### src/rtl/dspi_pkg.sv
package dspi_pkg;
  localparam int NPORTS    = 2;
  localparam int STAT_IDX  = 0;
  localparam int MASKA_IDX = 1;
  localparam int MASKB_IDX = 2;

  function automatic int frame_bits(input int aw, input int dw);
    return aw + dw + 2;
  endfunction
endpackage

### src/rtl/dspi_sync.sv
module dspi_sync #(
  parameter int STAGES = 2
) (
  input  logic clk,
  input  logic rst,
  input  logic d_i,
  output logic q_o
);
  logic [STAGES-1:0] ff;

  always_ff @(posedge clk) begin
    if (rst) ff <= '0;
    else     ff <= {ff[STAGES-2:0], d_i};
  end

  assign q_o = ff[STAGES-1];
endmodule

### src/rtl/dspi_port.sv
module dspi_port #(
  parameter int ADDR_W      = 6,
  parameter int DATA_W      = 24,
  parameter int SYNC_STAGES = 2
) (
  input  logic              clk,
  input  logic              rst,
  input  logic              sclk_i,
  input  logic              sel_i,
  input  logic              mosi_i,
  output logic              miso_o,
  output logic [ADDR_W-1:0] rd_addr_o,
  input  logic [DATA_W-1:0] rd_data_i,
  output logic              wr_valid_o,
  output logic [ADDR_W-1:0] wr_addr_o,
  output logic [DATA_W-1:0] wr_data_o
);
  localparam int FRAME_W = dspi_pkg::frame_bits(ADDR_W, DATA_W);
  localparam int HDR_W   = ADDR_W + 2;
  localparam int CNT_W   = $clog2(FRAME_W + 2);
  localparam logic [CNT_W-1:0] CNT_MAX  = CNT_W'(FRAME_W + 1);
  localparam logic [CNT_W-1:0] CNT_FULL = CNT_W'(FRAME_W);
  localparam logic [CNT_W-1:0] CNT_HDR  = CNT_W'(HDR_W - 1);

  logic [2:0] raw, syn;
  logic       sclk_s, sel_s, mosi_s;
  logic       sclk_d, sel_d;
  logic       rise, sel_rise, sel_fall;
  logic [CNT_W-1:0]   cnt;
  logic [FRAME_W-1:0] shreg;
  logic [DATA_W-1:0]  tx_q;
  logic               tx_act;
  logic               miso_q;

  assign raw = {mosi_i, sel_i, sclk_i};

  for (genvar g = 0; g < 3; g++) begin : g_sync
    dspi_sync #(.STAGES(SYNC_STAGES)) sync_i (
      .clk(clk), .rst(rst), .d_i(raw[g]), .q_o(syn[g])
    );
  end

  assign sclk_s   = syn[0];
  assign sel_s    = syn[1];
  assign mosi_s   = syn[2];
  assign rise     = sclk_s & ~sclk_d & sel_s;
  assign sel_rise = sel_s & ~sel_d;
  assign sel_fall = sel_d & ~sel_s;

  always_ff @(posedge clk) begin
    if (rst) begin
      sclk_d     <= 1'b0;
      sel_d      <= 1'b0;
      cnt        <= '0;
      shreg      <= '0;
      tx_q       <= '0;
      tx_act     <= 1'b0;
      miso_q     <= 1'b0;
      wr_valid_o <= 1'b0;
      wr_addr_o  <= '0;
      wr_data_o  <= '0;
    end else begin
      sclk_d <= sclk_s;
      sel_d  <= sel_s;

      if (sel_rise)                    cnt <= '0;
      else if (rise && cnt != CNT_MAX) cnt <= cnt + 1'b1;

      if (rise) shreg <= {shreg[FRAME_W-2:0], mosi_s};

      if (sel_rise || sel_fall) begin
        tx_q   <= '0;
        tx_act <= 1'b0;
      end else if (rise && cnt == CNT_HDR) begin
        tx_q   <= rd_data_i;
        tx_act <= ~shreg[ADDR_W];
      end else if (rise) begin
        tx_q <= {tx_q[DATA_W-2:0], 1'b0};
      end

      miso_q     <= tx_act & tx_q[DATA_W-1];
      wr_valid_o <= sel_fall && (cnt == CNT_FULL) && shreg[FRAME_W-1];
      if (sel_fall) begin
        wr_addr_o <= shreg[FRAME_W-2 -: ADDR_W];
        wr_data_o <= shreg[DATA_W-1:0];
      end
    end
  end

  assign rd_addr_o = shreg[ADDR_W-1:0];
  assign miso_o    = miso_q;

  assert_commit_on_release_R4: assert property (@(posedge clk) disable iff (rst)
    wr_valid_o |-> ($past(sel_d) && !$past(sel_s)));

  assert_miso_quiet_R3: assert property (@(posedge clk) disable iff (rst)
    $fell(sel_s) |-> ##2 !miso_o);
endmodule

### src/rtl/dspi_regs.sv
module dspi_regs #(
  parameter int ADDR_W = 6,
  parameter int DATA_W = 24
) (
  input  logic              clk,
  input  logic              rst,
  input  logic [DATA_W-1:0] evt_set,
  input  logic              wa_valid,
  input  logic [ADDR_W-1:0] wa_addr,
  input  logic [DATA_W-1:0] wa_data,
  input  logic              wb_valid,
  input  logic [ADDR_W-1:0] wb_addr,
  input  logic [DATA_W-1:0] wb_data,
  input  logic [ADDR_W-1:0] ra_addr,
  output logic [DATA_W-1:0] ra_data,
  input  logic [ADDR_W-1:0] rb_addr,
  output logic [DATA_W-1:0] rb_data,
  output logic              irq_a_o,
  output logic              irq_b_o
);
  localparam int DEPTH = 1 << ADDR_W;
  localparam logic [ADDR_W-1:0] A_STAT  = ADDR_W'(dspi_pkg::STAT_IDX);
  localparam logic [ADDR_W-1:0] A_MASKA = ADDR_W'(dspi_pkg::MASKA_IDX);
  localparam logic [ADDR_W-1:0] A_MASKB = ADDR_W'(dspi_pkg::MASKB_IDX);

  logic [DATA_W-1:0] mem [DEPTH];
  logic [DATA_W-1:0] mem_qa, mem_qb;
  logic [ADDR_W-1:0] ra_addr_q, rb_addr_q;
  logic [DATA_W-1:0] status_q, mask_a_q, mask_b_q;
  logic              pend_v;
  logic [ADDR_W-1:0] pend_addr;
  logic [DATA_W-1:0] pend_data;
  logic              wr_en;
  logic [ADDR_W-1:0] wr_addr;
  logic [DATA_W-1:0] wr_data;
  logic [DATA_W-1:0] clr_bits;
  logic              irq_a_q, irq_b_q;

  // Priority: first port, then a deferred second-port write, then second port.
  always_comb begin
    wr_en   = 1'b0;
    wr_addr = '0;
    wr_data = '0;
    if (wa_valid) begin
      wr_en = 1'b1; wr_addr = wa_addr; wr_data = wa_data;
    end else if (pend_v) begin
      wr_en = 1'b1; wr_addr = pend_addr; wr_data = pend_data;
    end else if (wb_valid) begin
      wr_en = 1'b1; wr_addr = wb_addr; wr_data = wb_data;
    end
  end

  assign clr_bits = (wr_en && wr_addr == A_STAT) ? wr_data : '0;

  always_ff @(posedge clk) begin
    if (wr_en) mem[wr_addr] <= wr_data;
    mem_qa <= mem[ra_addr];
    mem_qb <= mem[rb_addr];
  end

  always_ff @(posedge clk) begin
    if (rst) begin
      pend_v    <= 1'b0;
      pend_addr <= '0;
      pend_data <= '0;
      status_q  <= '0;
      mask_a_q  <= '0;
      mask_b_q  <= '0;
      ra_addr_q <= '0;
      rb_addr_q <= '0;
      irq_a_q   <= 1'b0;
      irq_b_q   <= 1'b0;
    end else begin
      pend_v    <= wa_valid && wb_valid && (wa_addr != wb_addr);
      pend_addr <= wb_addr;
      pend_data <= wb_data;
      status_q  <= (status_q & ~clr_bits) | evt_set;
      if (wr_en && wr_addr == A_MASKA) mask_a_q <= wr_data;
      if (wr_en && wr_addr == A_MASKB) mask_b_q <= wr_data;
      ra_addr_q <= ra_addr;
      rb_addr_q <= rb_addr;
      irq_a_q   <= |(status_q & mask_a_q);
      irq_b_q   <= |(status_q & mask_b_q);
    end
  end

  function automatic logic [DATA_W-1:0] pick(input logic [ADDR_W-1:0] a,
                                             input logic [DATA_W-1:0] m);
    if (a == A_STAT)       return status_q;
    else if (a == A_MASKA) return mask_a_q;
    else if (a == A_MASKB) return mask_b_q;
    else                   return m;
  endfunction

  assign ra_data = pick(ra_addr_q, mem_qa);
  assign rb_data = pick(rb_addr_q, mem_qb);
  assign irq_a_o = irq_a_q;
  assign irq_b_o = irq_b_q;

  assert_reset_clear_R1: assert property (@(posedge clk)
    rst |=> (status_q == '0 && mask_a_q == '0 && mask_b_q == '0 && !irq_a_o && !irq_b_o));

  assert_same_index_drop_R6: assert property (@(posedge clk) disable iff (rst)
    (wa_valid && wb_valid && wa_addr == wb_addr) |=> !pend_v);

  assert_status_set_by_event_R7: assert property (@(posedge clk) disable iff (rst)
    ((status_q & ~$past(status_q) & ~$past(evt_set)) == '0));

  assert_irq_a_follows_R8: assert property (@(posedge clk) disable iff (rst)
    (|(status_q & mask_a_q)) |=> irq_a_o);

  assert_irq_b_quiet_R8: assert property (@(posedge clk) disable iff (rst)
    !(|(status_q & mask_b_q)) |=> !irq_b_o);
endmodule

### src/rtl/dual_spi_regbank.sv
module dual_spi_regbank #(
  parameter int ADDR_W      = 6,
  parameter int DATA_W      = 24,
  parameter int SYNC_STAGES = 2
) (
  input  logic              clk,
  input  logic              rst,
  input  logic [DATA_W-1:0] evt_set,
  input  logic              a_sclk,
  input  logic              a_sel,
  input  logic              a_mosi,
  output logic              a_miso,
  output logic              a_irq,
  input  logic              b_sclk,
  input  logic              b_sel,
  input  logic              b_mosi,
  output logic              b_miso,
  output logic              b_irq
);
  localparam int NP = dspi_pkg::NPORTS;

  logic [NP-1:0]     sclk_v, sel_v, mosi_v, miso_v, wv_v;
  logic [ADDR_W-1:0] wa_v [NP];
  logic [ADDR_W-1:0] ra_v [NP];
  logic [DATA_W-1:0] wd_v [NP];
  logic [DATA_W-1:0] rd_v [NP];

  assign sclk_v = {b_sclk, a_sclk};
  assign sel_v  = {b_sel, a_sel};
  assign mosi_v = {b_mosi, a_mosi};
  assign a_miso = miso_v[0];
  assign b_miso = miso_v[1];

  for (genvar p = 0; p < NP; p++) begin : g_port
    dspi_port #(.ADDR_W(ADDR_W), .DATA_W(DATA_W), .SYNC_STAGES(SYNC_STAGES)) port_i (
      .clk(clk), .rst(rst),
      .sclk_i(sclk_v[p]), .sel_i(sel_v[p]), .mosi_i(mosi_v[p]),
      .miso_o(miso_v[p]),
      .rd_addr_o(ra_v[p]), .rd_data_i(rd_v[p]),
      .wr_valid_o(wv_v[p]), .wr_addr_o(wa_v[p]), .wr_data_o(wd_v[p])
    );
  end

  dspi_regs #(.ADDR_W(ADDR_W), .DATA_W(DATA_W)) regs_i (
    .clk(clk), .rst(rst), .evt_set(evt_set),
    .wa_valid(wv_v[0]), .wa_addr(wa_v[0]), .wa_data(wd_v[0]),
    .wb_valid(wv_v[1]), .wb_addr(wa_v[1]), .wb_data(wd_v[1]),
    .ra_addr(ra_v[0]), .ra_data(rd_v[0]),
    .rb_addr(ra_v[1]), .rb_data(rd_v[1]),
    .irq_a_o(a_irq), .irq_b_o(b_irq)
  );
endmodule

### config.mk
export PLATFORM = sky130hd
export DESIGN_NAME = dual_spi_regbank
export DESIGN_NICKNAME = d
export VERILOG_FILES = /design/src/rtl/dspi_pkg.sv /design/src/rtl/dspi_sync.sv /design/src/rtl/dspi_port.sv /design/src/rtl/dspi_regs.sv /design/src/rtl/dual_spi_regbank.sv
export SDC_FILE = /design/constraint.sdc
export NUM_CORES = 2
export LEC_CHECK = 0
export BUFFER_PORTS_ARGS = -buffer_cell sky130_fd_sc_hd__buf_2
export CAP_MARGIN = 20
export CORE_ASPECT_RATIO = 1.4
export CORE_MARGIN = 5
export CORE_UTILIZATION = 64
export DETAILED_ROUTE_END_ITERATION = 7
export HOLD_SLACK_MARGIN = 0.12
export PLACE_DENSITY_LB_ADDON = 0.2
export SLEW_MARGIN = 20
export SYNTH_ARGS = -nofsm -noshare
export SYNTH_HDL_FRONTEND = slang
export SYNTH_SLANG_ARGS = --single-unit
### constraint.sdc
create_clock -name clk -period 6 [get_ports clk]
set_clock_uncertainty 0.2 [all_clocks]
set_input_delay 1.2 -clock clk [delete_from_list [all_inputs] [get_ports clk]]
set_output_delay 1.2 -clock clk [all_outputs]
set_load 0.005 [all_outputs]
==> run_results.csv <==
group,metric,value,unit
sta,post-route-period-util,68.3,%
sta,rsz0062_at_grt,"no",
critical_path,reg2reg_depth,4,
critical_path,path_cells,"nand2_1 > a31oi_2 > nand2_1 > nor2_4",
die,die_h,444,microns
critical_path,required,6.26,ns
drt,drt-initial-drc-count,8094,
cells_and_area,final_area,94900,sq um
pwr,peakVddDrop,0.295,mV
placed_design,port_buffers,35,
logic_synthesis,syn_avg_cell_area,17.1,sq um
global_route,grt_usage,37.8,%
worst_hold_path,hold_class,"flop to flop",
cts,ctsResizeCount,0,
drt,vias,52400,
logic_synthesis,yosys_register_bits,1907,
critical_path,crit_family,"simple AND/OR/NAND/NOR gates",
pwr,p_leak,0.0308,uW
placed_design,preCtsSetupSlack,1.96,ns
drt,firstDrtPassIters,8,
cts,h-tree-depth,4,
critical_path,worstPathMaxFanout,61,
logic_synthesis,ys_async_sr_fraction,0,%
placed_design,dpl-instance-area,88700,sq um
cts,clock_sinks,1907,
critical_path,slowest_stage,"nor2_4",
cells_and_area,fin_cells,6970,
cts,cts_made_buffers,174,
sta,slew_violations,0,
critical_path,cp-start-kind,"flop",
die,initial_core_util,64.2,%
sta,finalHoldViolCount,0,
run,max-cap-violations,0,
critical_path,critPathCaptureType,"flop",
logic_synthesis,synthesis.area,86000,sq um
cells_and_area,layout_commonest_cell,"edfxtp_1",
critical_path,cp_common_cell,"nand2_1",
drt,routed_via_density,7.52,
global_route,grt_pass1_vias,51100,
sta,setup_viol,0,
cts,clockBufferDepth,3,
cells_and_area,drive_above_1_share,27.5,%
global_route,antenna_found_initial,17,
drt,antenna_left,0,
sta,max_freq,244,MHz
logic_synthesis,yosysSeqAreaShare,62.3,%
placed_design,post-dp-hpwl,174000,microns
cells_and_area,final_cell_mix,"edfxtp_1, mux4_2, mux2i_1",
cts,cts_setup_buffers,0,
die,row_count,159,
critical_path,cp_slowest_stage_delay,1.10,ns
critical_path,arrival,4.36,ns
drt,avgRoutedWirePerCell,38.5,microns
worst_hold_path,whs_path_depth,1,
cts,root_buffer,"clkbuf_16",
global_route,overflow,0,
global_route,grt_pass1_wl,380000,microns
die,die_width,320,microns
cts,worstSkewPairLatency,0.84,ns
sta,slew_headroom,12.2,%
critical_path,critPathBufInv,0,
drt,routed_wl,268000,microns
logic_synthesis,netlist_instances,5031,
pwr,powerDensity,278,nW/um^2
placed_design,gp_congestion,1.08,
logic_synthesis,synthFlopType,"edfxtp_1",
sta,tns,0,ns
critical_path,crit_type,"flop to flop",
cts,postCtsHoldBufs,0,
die,core,134000,sq um
status,violations,"design-rule violations",
critical_path,worst-path-stages,4,
sta,fin_crit,4.10,ns
logic_synthesis,synth.distinct_cells,66,
pwr,total_power,26400,uW
global_route,grt_max_degree,100,
sta,setup_slack,1.90,ns
logic_synthesis,synth_warnings,0,
die,io_pins,36,
logic_synthesis,syn_nets,5073,
cells_and_area,nNetsFinal,5079,
status,status,"complete, but fails checks",
cts,cts_tree,"built",
placed_design,dp_cells,6624,
cts,path_clk_slew,0.07,ns
drt,drc_errors,23,
sta,worst_slew_pin_slew,1.28,ns
die,fp.dieArea,142000,sq um
logic_synthesis,synth_edf_count,1536,
cells_and_area,areaGrowthSynthToFinish,10.4,%
==> report_power, final <==
| part | switching, uW | total (uW) | internal, uW |
|---|---|---|---|
| logic | 257 | 408 | 151 |
| registers | 69.4 | 14200 | 14100 |
| clock network | 4970 | 11800 | 6820 |
==> final timing paths <==
check                           slack [ns]                               startpoint                                       to
worst max-delay path                  1.90                            regs_i.pend_v                        regs_i.mem[7][13]
worst min-delay path                  0.24  g_port[1].port_i.g_sync[1].sync_i.ff[0]  g_port[1].port_i.g_sync[1].sync_i.ff[1]
worst max register to register        1.90                            regs_i.pend_v                        regs_i.mem[7][13]
worst min register to register        0.24  g_port[1].port_i.g_sync[1].sync_i.ff[0]  g_port[1].port_i.g_sync[1].sync_i.ff[1]
==> cell type report <==
type	count	area, sq um
diodes	15	37.5
clock buffers	227	4980
clock inverters	96	1060
fillers	8163	39000
inverters	38	143
multi-input cells	2695	31000
flip-flops and latches	1907	53600
well taps	1771	2220
repair buffers	221	1960
==> state kept, by name, indices dropped and copies added (netlist names), 6 cells and up <==
signal and cells:
regs_i.mem_qb 24, regs_i.mem_qa 24, regs_i.mem 1536, regs_i.ra_addr_q 6, regs_i.mask_b_q 24, g_port.port_i.g_sync.sync_i.ff 12
g_port.port_i.tx_q 48, regs_i.pend_addr 6, regs_i.status_q 24, g_port.port_i.cnt 12, regs_i.mask_a_q 24, regs_i.pend_data 24
g_port.port_i.shreg 64, g_port.port_i.wr_data_o 48, regs_i.rb_addr_q 6, g_port.port_i.wr_addr_o 12
==> per-layer routing <==
metal | GRT usage, % | vias up | wire [microns]
li1 | - | 20700 | -
met1 | 48.2 | 27000 | 87300
met2 | 56.5 | 3945 | 123000
met3 | 10.9 | 811 | 33600
met4 | 26.4 | 4 | 24700
met5 | 0 | - | 26
==> cells in the mapped netlist, types with 20 or more instances <==
master	instances	share of area, %
buf_4	72	0.63
buf_2	109	0.63
a22o_1	32	0.33
mux2i_1	383	4.5
nand2_1	220	0.96
nand3_1	62	0.36
nand2b_1	56	0.41
and3b_1	28	0.29
edfxtp_1	1536	54
a31oi_1	24	0.17
buf_1	28	0.12
a211o_1	23	0.23
clkbuf_1	168	0.73
o21ai_0	97	0.56
o22ai_1	51	0.37
a311oi_1	24	0.24
a221oi_1	35	0.36
o21ai_1	20	0.12
mux2_2	42	0.55
o221ai_1	54	0.55
and3_1	32	0.23
a21oi_1	149	0.87
a22oi_1	99	0.86
mux4_2	762	20
dfxtp_1	371	8.6
inv_1	37	0.16
nor2b_1	98	0.71
o211ai_1	29	0.25
nor2_1	221	0.96
==> kinds of logic (layout without fill, tap and decap cells) <==
family	count (synthesis)	in the layout	share of synthesized area (%)
adder cells (fa/ha/maj)	10	10	0.146
multiplexers	1187	1187	25.0
other	0	15	0
buffers and inverters	429	582	2.47
AO/OA/AOI/OAI	672	672	5.29
AND/OR/NAND/NOR	810	810	4.68
XOR/XNOR	16	16	0.163
flip-flops	1907	1907	62.3
==> per-stage QoR <==
| step | hold slack (ns) | utilization, % |
|---|---|---|
| 6_report | 0.243 | 70.9 |
| 5_1_grt | 0.258 | 70.9 |
| 3_3_place_gp | 0.227 | 66.2 |
| 3_5_place_dp | 0.233 | 66.3 |
| 4_1_cts | 0.247 | 70.8 |
| 2_1_floorplan | 0.210 | - |
Power figures use the tool's default switching activity.
